<file path="src/rtl/irq_nest_pkg.sv">
package irq_nest_pkg;
    localparam int MAX_SRC = 6;
    localparam int LVL_W   = 2;
    localparam int N_LVL   = 1 << LVL_W;
    localparam int IDX_W   = 3;
    localparam int VEC_W   = 8;

    typedef logic [LVL_W-1:0] lvl_t;

    typedef enum logic [0:0] {
        ST_IDLE   = 1'b0,
        ST_NESTED = 1'b1
    } nest_state_e;

    function automatic logic [VEC_W-1:0] entry_addr(input logic [IDX_W-1:0] idx);
        return {2'b00, idx, 3'b011};
    endfunction
endpackage

</file>
<file path="src/rtl/irq_prio_regs.sv">
module irq_prio_regs
    import irq_nest_pkg::*;
#(
    parameter int NSRC = 6
) (
    input  logic                  clk,
    input  logic                  rst_n,
    input  logic                  plo_we,
    input  logic                  phi_we,
    input  logic [7:0]            wdata,
    output logic [NSRC-1:0][LVL_W-1:0] prio_o
);
    logic [7:0] plo_q;
    logic [7:0] phi_q;

    always_ff @(posedge clk) begin
        if (!rst_n) begin
            plo_q <= '0;
            phi_q <= '0;
        end else begin
            if (plo_we) plo_q <= wdata;
            if (phi_we) phi_q <= wdata;
        end
    end

    for (genvar g = 0; g < NSRC; g++) begin : g_map
        assign prio_o[g] = {phi_q[g], plo_q[g]};
    end

    logic unused_upper;
    assign unused_upper = ^{plo_q[7:NSRC], phi_q[7:NSRC]};
endmodule

</file>
<file path="src/rtl/irq_winner_sel.sv">
module irq_winner_sel
    import irq_nest_pkg::*;
#(
    parameter int NSRC = 6
) (
    input  logic [NSRC-1:0]            req,
    input  logic [NSRC-1:0][LVL_W-1:0] prio,
    output logic                       win_valid,
    output logic [IDX_W-1:0]           win_idx,
    output lvl_t                       win_prio
);
    // Ascending scan, replace only on strictly greater: ties keep lower index.
    always_comb begin
        win_valid = 1'b0;
        win_idx   = '0;
        win_prio  = '0;
        for (int i = 0; i < NSRC; i++) begin
            if (req[i] && (!win_valid || prio[i] > win_prio)) begin
                win_valid = 1'b1;
                win_idx   = IDX_W'(i);
                win_prio  = prio[i];
            end
        end
    end
endmodule

</file>
<file path="src/rtl/irq_level_track.sv">
module irq_level_track
    import irq_nest_pkg::*;
(
    input  logic             clk,
    input  logic             rst_n,
    input  logic             push,
    input  lvl_t             push_lvl,
    input  logic             pop,
    output logic [N_LVL-1:0] active,
    output logic             cur_valid,
    output lvl_t             cur_lvl
);
    nest_state_e     state_q, state_d;
    logic [N_LVL-1:0] mask_q, mask_d;

    // Highest set bit of the mask is the level in service.
    always_comb begin
        cur_lvl = '0;
        for (int i = 0; i < N_LVL; i++) begin
            if (mask_q[i]) cur_lvl = LVL_W'(i);
        end
    end

    always_ff @(posedge clk) begin
        if (!rst_n) begin
            state_q <= ST_IDLE;
            mask_q  <= '0;
        end else begin
            state_q <= state_d;
            mask_q  <= mask_d;
        end
    end

    always_comb begin
        state_d = state_q;
        mask_d  = mask_q;
        unique case (state_q)
            ST_IDLE: begin
                if (push) begin                       // T_ENTER
                    mask_d  = N_LVL'(1) << push_lvl;
                    state_d = ST_NESTED;
                end
            end
            ST_NESTED: begin
                if (push) begin                       // T_DEEPEN
                    mask_d = mask_q | (N_LVL'(1) << push_lvl);
                end else if (pop) begin
                    mask_d = mask_q & ~(N_LVL'(1) << cur_lvl);
                    if (mask_d == '0) state_d = ST_IDLE;  // T_LEAVE
                end                                        // else T_UNWIND
            end
            default: begin
                state_d = ST_IDLE;
                mask_d  = '0;
            end
        endcase
    end

    assign active    = mask_q;
    assign cur_valid = (state_q == ST_NESTED);
endmodule

</file>
<file path="src/rtl/irq_nest_ctrl.sv">
module irq_nest_ctrl
    import irq_nest_pkg::*;
#(
    parameter bit HAS_T2 = 1'b1
) (
    input  logic        clk,
    input  logic        rst_n,
    input  logic        boundary_i,
    input  logic        reti_i,
    input  logic        ext0_flag_i,
    input  logic        ext0_edge_i,
    input  logic        t0_ovf_i,
    input  logic        ext1_flag_i,
    input  logic        t1_ovf_i,
    input  logic        ser_rx_i,
    input  logic        ser_tx_i,
    input  logic        t2_ovf_i,
    input  logic        t2_ext_i,
    input  logic [7:0]  ie_i,
    input  logic        plo_we_i,
    input  logic        phi_we_i,
    input  logic [7:0]  wdata_i,
    output logic        take_o,
    output logic [7:0]  vector_o,
    output logic [2:0]  ack_src_o,
    output logic        clr_ext0_o,
    output logic [3:0]  active_o,
    output logic        cur_valid_o,
    output logic [1:0]  cur_lvl_o
);
    localparam int NSRC = HAS_T2 ? MAX_SRC : MAX_SRC - 1;

    logic [NSRC-1:0]            raw_req;
    logic [NSRC-1:0]            en_req;
    logic [NSRC-1:0][LVL_W-1:0] prio;
    logic                       win_valid;
    logic [IDX_W-1:0]           win_idx;
    lvl_t                       win_prio;
    logic                       accept;
    logic [N_LVL-1:0]           active;
    logic                       cur_valid;
    lvl_t                       cur_lvl;

    assign raw_req[0] = ext0_flag_i;
    assign raw_req[1] = t0_ovf_i;
    assign raw_req[2] = ext1_flag_i;
    assign raw_req[3] = t1_ovf_i;
    assign raw_req[4] = ser_rx_i | ser_tx_i;

    if (HAS_T2) begin : g_t2
        assign raw_req[5] = t2_ovf_i | t2_ext_i;
        logic unused_ie;
        assign unused_ie = ie_i[6];
    end else begin : g_no_t2
        logic unused_t2;
        assign unused_t2 = ^{t2_ovf_i, t2_ext_i, ie_i[6:5]};
    end

    assign en_req = raw_req & ie_i[NSRC-1:0];

    irq_prio_regs #(.NSRC(NSRC)) u_prio (
        .clk    (clk),
        .rst_n  (rst_n),
        .plo_we (plo_we_i),
        .phi_we (phi_we_i),
        .wdata  (wdata_i),
        .prio_o (prio)
    );

    irq_winner_sel #(.NSRC(NSRC)) u_sel (
        .req       (en_req),
        .prio      (prio),
        .win_valid (win_valid),
        .win_idx   (win_idx),
        .win_prio  (win_prio)
    );

    assign accept = boundary_i && !reti_i && ie_i[7] && win_valid &&
                    (!cur_valid || win_prio > cur_lvl);

    irq_level_track u_lvl (
        .clk       (clk),
        .rst_n     (rst_n),
        .push      (accept),
        .push_lvl  (win_prio),
        .pop       (reti_i),
        .active    (active),
        .cur_valid (cur_valid),
        .cur_lvl   (cur_lvl)
    );

    always_ff @(posedge clk) begin
        if (!rst_n) begin
            take_o     <= 1'b0;
            vector_o   <= '0;
            ack_src_o  <= '0;
            clr_ext0_o <= 1'b0;
        end else begin
            take_o     <= accept;
            clr_ext0_o <= accept && (win_idx == '0) && ext0_edge_i;
            if (accept) begin
                vector_o  <= entry_addr(win_idx);
                ack_src_o <= win_idx;
            end
        end
    end

    assign active_o    = active;
    assign cur_valid_o = cur_valid;
    assign cur_lvl_o   = cur_lvl;
endmodule

</file>
<file path="config.mk">
export PLATFORM = sky130hd
export DESIGN_NAME = irq_nest_ctrl
export DESIGN_NICKNAME = d
export VERILOG_FILES = /design/src/rtl/irq_nest_pkg.sv /design/src/rtl/irq_prio_regs.sv /design/src/rtl/irq_winner_sel.sv /design/src/rtl/irq_level_track.sv /design/src/rtl/irq_nest_ctrl.sv
export SDC_FILE = /design/constraint.sdc
export NUM_CORES = 1
export LEC_CHECK = 0
export CAP_MARGIN = 20
export CORE_ASPECT_RATIO = 0.9
export CORE_MARGIN = 8
export CORE_UTILIZATION = 42
export DETAILED_ROUTE_END_ITERATION = 10
export PLACE_DENSITY = 0.76
export SKIP_LAST_GASP = 1
export SLEW_MARGIN = 20
export SYNTH_ARGS = -nofsm -noshare
export SYNTH_HDL_FRONTEND = slang
export SYNTH_HIERARCHICAL = 1
export SYNTH_SLANG_ARGS = --single-unit
</file>
<file path="constraint.sdc">
create_clock -name clk -period 8.02 [get_ports clk]
set_input_delay 1.203 -clock clk [delete_from_list [all_inputs] [get_ports clk]]
set_output_delay 1.203 -clock clk [all_outputs]
set_load 0.01 [all_outputs]
</file>
==> results of run 1 <==
==> sequential cells by signal, indices dropped and copies added (netlist names) <==
| signal | count |
|---|---|
| u_prio/phi_q | 6 |
| u_prio/plo_q | 6 |
| u_lvl/active | 4 |
| ack_src_o | 3 |
| clr_ext0_o | 1 |
| take_o | 1 |
| u_lvl/cur_valid | 1 |
| vector_o | 1 |
==> through the flow <==
stage          cells  utilization  setup slack [ns]  hold WS, ns  power, mW
3_3_place_gp     284        0.596            -0.408        0.458      0.267
4_1_cts          343        0.735            0.0790        0.482      0.404
5_1_grt          358        0.812            -0.576        0.543      0.500
3_5_place_dp     284        0.596            -0.455        0.460      0.270
2_1_floorplan    186            -            0.0519        0.474      0.216
6_report         358        0.812            -0.385        0.507      0.480
==> worst min path at each step <==
stage,from,endpoint,slack [ns]
after global placement,ack_src_o[1]$_SDFFE_PN0P_,ack_src_o[1]$_SDFFE_PN0P_,0.46
after CTS,ack_src_o[0]$_SDFFE_PN0P_,ack_src_o[0]$_SDFFE_PN0P_,0.48
after global routing,ack_src_o[0]$_SDFFE_PN0P_,ack_src_o[0]$_SDFFE_PN0P_,0.54
final,vector_o[1]$_SDFFE_PN0P_,vector_o[1]$_SDFFE_PN0P_,0.51
after floorplan,u_prio/plo_q[0]$_SDFFE_PN0P_,u_prio/plo_q[0]$_SDFFE_PN0P_,0.47
after detailed placement,ack_src_o[0]$_SDFFE_PN0P_,ack_src_o[0]$_SDFFE_PN0P_,0.46
==> kinds of logic after synthesis <==
family | count (synthesis) | share of synthesized area
AND/OR/NAND/NOR | 67 | 0.237
multiplexers | 16 | 0.0991
adder cells (fa/ha/maj) | 13 | 0.0983
other | 1 | 0.00230
buffers and inverters | 26 | 0.0860
AO/OA/AOI/OAI | 38 | 0.194
flip-flops | 23 | 0.283
==> worst register-to-register path, delay by kind of cell, from the launching register on <==
| kind | cells | cell delay [ns] |
|---|---|---|
| compound gates | 16 | 3.61 |
| simple gates | 12 | 1.77 |
| flops | 1 | 0.44 |
| fa+ha+maj | 6 | 1.60 |
| buf+inv | 2 | 0.14 |
==> cells in the mapped netlist, drive strengths merged, types with 2 or more instances <==
| library cell | number | area (µm²) |
|---|---|---|
| and2 | 8 | 53.8 |
| a21oi | 6 | 30.0 |
| or2 | 2 | 15.0 |
| o21ai | 4 | 20.0 |
| inv | 14 | 52.6 |
| o2111ai | 2 | 17.5 |
| nand2b | 2 | 12.5 |
| nand4b | 3 | 26.3 |
| nand2 | 18 | 67.6 |
| o21a | 5 | 37.5 |
| buf | 11 | 83.8 |
| nand3b | 2 | 15.0 |
| a32oi | 3 | 26.3 |
| a21o | 3 | 25.0 |
| dfxtp | 23 | 460 |
| o211ai | 3 | 22.5 |
| nor2b | 17 | 106 |
| nor2 | 9 | 33.8 |
| mux2i | 15 | 150 |
| ha | 12 | 150 |
| and3 | 2 | 17.5 |
==> report_power, final <==
group	total, mW	leakage, nW	switching [mW]	internal, mW
Combinational	0.275	1.13	0.120	0.155
Clock	0.0774	0.0217	0.0421	0.0353
Sequential	0.128	0.188	0.00724	0.120
Total	0.480	1.34	0.169	0.311
==> area by class of cell <==
cell class              instances  area, µm²
multi-input cells             137       1290
clock buffers                   3       41.3
well taps                      46       57.6
clock inverters                 1       7.51
inverters                      14       52.6
repair buffers                134       1120
flip-flops and latches         23        460
fillers                       203        701
==> routing by layer <==
metal | wire [µm] | share of wire | up-vias
li1 | - | - | 896
met1 | 2950 | 0.39 | 992
met2 | 3600 | 0.48 | 147
met3 | 649 | 0.086 | 40
met4 | 360 | 0.048 | 0
met5 | 0 | 0 | -
==> what timing repair did <==
action / CTS / global route
endpoints found under the hold margin: 0 / 0
gates resized for setup: 14 / 39
pin swaps: 20 / 35
hold buffers: 0 / 0
buffers inserted: 55 / 17
setup endpoints to repair: 9 / 11
gates cloned: 0 / 0
==> results.md, run 1 <==
* Placed cell area at between 0.002 and 0.0025 mm²
* DR WL/cell at between 20 and 25 µm
* Period utilization at 1.05
* Worst Path Required at a little over 8 ns
* Async S/R FF share, synth at 0
* Antenna-violating nets left at 0
* Row count at 21
* CP max-delay cell: o31a_1
* I/O Pins at between 50 and 60
* Via density at 5.80
* Crit Path Max Fanout at 5
* Slowest stage delay, CP at 0.40 ns
* H-tree Lvls at 1
* Worst-Margin Slew at 0.931 ns
* Initial core utilization at 0.437
* Final Skew at roughly 0.0094 ns
* Flop-to-flop setup slack at 0.35 ns
* Most frequent cells in the layout: 87 x buf_4, 42 x clkdlybuf4s50_1, 23 x dfxtp_1
* Leading cell type in the layout, fill and taps excluded: buf_4
* Initial antenna violation count at 0
* Mapped Area at 0.00163 mm²
* DIE AREA at slightly above 0.006 mm²
* Family with the most delay on the worst path: compound AO/OA/AOI/OAI gates
* Crit end category: flop
* First DRT Iteration DRCs at between 200 and 250
* CTS tree: built
* Met2 usage at 0.341
* Setup ws final at -0.385 ns
* Chip height at approximately 75 µm
* Status: finished with violations
* Worst hold path depth at 1
* Sink Count at 23
* Max Buffers Root-to-Sink at 2
* Total track usage at 0.213
* CP arrival at around 8.6 ns
* Clock tree root driver cell: clkbuf_8
* Number of synthesized flops with an enable pin at 0
* Slew margin rel. at 0.377
* DRT Pass-1 Iters at 5
* Total wire length at ~7600 µm
* Met1 Usage GRT at 0.241
* Remaining DRCs at 0
* Layout Nets at between 300 and 400
* Setup Total Neg Slack at -2.89 ns
* Reg2reg end: u_lvl/active[0]$_SDFFE_PN0P_
* Max IR drop VDD at 121 µV
* F_max at approximately 120 MHz
* Dpl hpwl at between 3000 and 4000 µm
* RSZ-0062 raised after global routing: true
* P_leak at about 1.3 nW
* Most used cell, CP: ha_4
* Ys flop type: dfxtp_1
* Critical Path Sink: u_lvl/active[0]$_SDFFE_PN0P_
* WS Path Type: in -> reg
* CP bufs+invs at 3
* Power per standard cell area at between 150 and 200 mW/mm²
* Share of layout cells above drive strength 1 at 0.458
* Seq cells post-synth at 23
* Die W at 81.7 µm
* HP Class: reg -> reg
* First-pass GRT wire length at 10000 µm
* Vias at 2075
* PortBufs at 44
* Core Area at approximately 0.0037 mm²
* Crit path launch type: input pin
* Crit path launch: ext0_flag_i
* Depth of the worst register-to-register path at 36
* Sequential fraction of the synthesis area at 0.283
* Global route overflow at 0
* M3 GR Usage at 0.0573
* Violated checks: setup timing
* Syn avg cell area at 8.85 µm²
* Final setup viols at 11
* Fin. max-slew vios at 0
* Busiest grt layer: met2
* Final count of hold timing violations at 0
* Distinct cells, synth at approximately 50
* Clk_lat worst skew at 0.28 ns
* Critical Path Stages at 38
* Largest net degree at the start of global routing at 30
* Antenna Cells at 0
* Routability congestion estimate at 0.760
* R2R Path Start: u_prio/phi_q[0]$_SDFFE_PN0P_
* P&R area growth vs syn at 86.0%
* Post-Syn Instances at around 180
* Clock transition at path regs at roughly 0.09 ns
* Crit path time final at 8.40 ns
* Maxcap violations at 0
* Vias in the first global route at 1995
* YS warnings at 6
* Cell area after layout at between 0.003 and 0.004 mm²
* Num CTS Buffers at 3
Note: power is estimated with default switching activity, not from simulation.
==> run 2, diff against run 1 <==
--- a/config.mk
+++ b/config.mk
@@ -8,9 +8,8 @@
 export CAP_MARGIN = 20
 export CORE_ASPECT_RATIO = 0.9
 export CORE_MARGIN = 8
-export CORE_UTILIZATION = 42
+export CORE_UTILIZATION = 30
 export DETAILED_ROUTE_END_ITERATION = 10
-export PLACE_DENSITY = 0.76
 export SKIP_LAST_GASP = 1
 export SLEW_MARGIN = 20
 export SYNTH_ARGS = -nofsm -noshare
==> constraint.sdc (replaced) <==
create_clock -name clk -period 8.02 [get_ports clk]
set_input_delay 1.203 -clock clk [delete_from_list [all_inputs] [get_ports clk]]
set_output_delay 1.203 -clock clk [all_outputs]
set_load 0.05 [all_outputs]
==> results.md, run 2 (synthesized netlist as in run 1, its figures left out) <==
* Status: finished clean
* Global route overflow at 0
* Row count at 25
* Power per standard cell area at between 150 and 200 mW/mm²
* Largest net degree at the start of global routing at 30
* Sequential Power Share at 0.277
* Antenna Cells at 0
* Combinational share of power at 0.563
* Crit end category: flop
* CP max-delay cell: ha_1
* WS Path Type: in -> reg
* Worst Path Required at 8.23 ns
* Num CTS Buffers at 3
* PortBufs at 44
* Maxcap violations at 0
* Total wire length at 5730 µm
* Via density at 4.88
* Dpl hpwl at 3180 µm
* Most used cell, CP: ha_1
* Vias in the first global route at 1888
* CP arrival at about 8.1 ns
* Sink Count at 23
* First-pass GRT wire length at roughly 9000 µm
* RSZ-0062 raised after global routing: true
* DRT Pass-1 Iters at 4
* P_leak at 1.31 nW
* # hold bufs at CTS at 0
* Routability congestion estimate at about 0.73
* Total track usage at 0.139
* Pre-CTS WS at -0.468 ns
* Final count of hold timing violations at 0
* Psw at approximately 160 µW
* First DRT Iteration DRCs at 96
* Crit Path Max Fanout at 5
* Worst-Margin Slew at ~0.9 ns
* Leading cell type in the layout, fill and taps excluded: buf_4
* Int Power at roughly 300 µW
* Crit path time final at 7.87 ns
* Die W at between 90 and 100 µm
* Core Area at 0.00526 mm²
* DR WL/cell at approximately 15 µm
* Sw Share at 0.341
* Layout Nets at 350
* Clock tree root driver cell: clkbuf_8
* Slowest stage delay, CP at 0.35 ns
* HP Class: reg -> reg
* Initial core utilization at 0.310
* Final setup viols at 0
* Setup ws final at between 0.1 and 0.15 ns
* Max IR drop VDD at 86.1 µV
* Clk_lat worst skew at 0.27 ns
* Crit path launch type: input pin
* Fin. max-slew vios at 0
* P&R area growth vs syn at 80.3%
* Share of layout cells above drive strength 1 at 0.435
* Final Util at 0.559
* Remaining DRCs at 0
* H-tree Lvls at 1
* Max Buffers Root-to-Sink at 2
* I/O Pins at slightly above 50
* Initial antenna violation count at 0
* Antenna-violating nets left at 0
* Most frequent cells in the layout: 82 x buf_4, 42 x clkdlybuf4s50_1, 23 x dfxtp_1
* Final Skew at 0.00381 ns
* Slew margin rel. at 0.381
* Clock power share at 0.160
* Vias at around 1800
* DIE AREA at approximately 0.0080 mm²
* Chip height at 85.9 µm
* Period utilization at 0.982
* F_max at 127 MHz
* Clock transition at path regs at ~0.080 ns
* CTS tree: built
## run 2: cell count changes in the layout (fill, tap and decap cells not counted), moves of 2 or more
cell,delta
ha_4,-2
a21oi_4,-2
buf_4,-5
a21oi_1,+2
nand2_2,+2
nand2_4,-2
## run 2: final timing paths
kind,from,end,slack (ns),cells after the start
setup / recovery,ext0_flag_i,u_lvl/active[0]$_SDFFE_PN0P_,0.15,39
hold / removal,ack_src_o[2]$_SDFFE_PN0P_,ack_src_o[2]$_SDFFE_PN0P_,0.48,2
setup reg to reg,u_prio/phi_q[0]$_SDFFE_PN0P_,u_lvl/active[0]$_SDFFE_PN0P_,0.86,38
hold reg to reg,ack_src_o[2]$_SDFFE_PN0P_,ack_src_o[2]$_SDFFE_PN0P_,0.48,2
## run 2: through the flow
step	std cells	setup TNS, ns	area, µm²	total power, mW	hold WS (ns)
6_report	373	0	2940	0.457	0.482
3_3_place_gp	307	-2.94	2260	0.288	0.463
2_1_floorplan	186	0	1660	0.231	0.474
5_1_grt	373	-0.933	2940	0.487	0.500
3_5_place_dp	307	-3.86	2260	0.290	0.471
4_1_cts	367	0	2810	0.428	0.483
## run 2: what timing repair did
action,4_1_cts,5_1_grt
buffers inserted,56,11
setup endpoints to repair,10,11
gates resized for setup,16,27
pin swaps,24,37
## run 2: power groups by stage
stage	Combinational, mW	Sequential, mW	Clock [mW]
4_1_cts	0.225	0.126	0.0760
6_report	0.257	0.127	0.0730
2_1_floorplan	0.0956	0.136	0
5_1_grt	0.277	0.128	0.0828
3_5_place_dp	0.161	0.128	0
3_3_place_gp	0.159	0.128	0
## run 2: cell type report
cell class | instances | area (µm²)
Inverter | 14 | 52.6
Fill cell | 468 | 2320
Tap cell | 67 | 83.8
Clock buffer | 4 | 45.0
Multi-Input combinational cell | 137 | 1210
Sequential cell | 23 | 460
Timing Repair Buffer | 128 | 1080
## run 2: per-layer routing
metal,vias up,wire length [µm],global-route usage
met3,18,330,0.0340
met4,0,236,0.0806
met1,869,2290,0.148
met5,-,0,0
met2,47,2880,0.241
li1,887,-,-
## run 2: worst max-delay path, delay by kind of cell
family,cells,cell delay (ns)
simple gates,10,1.12
compound gates,16,3.46
buf+inv,7,0.74
fa+ha+maj,6,1.55
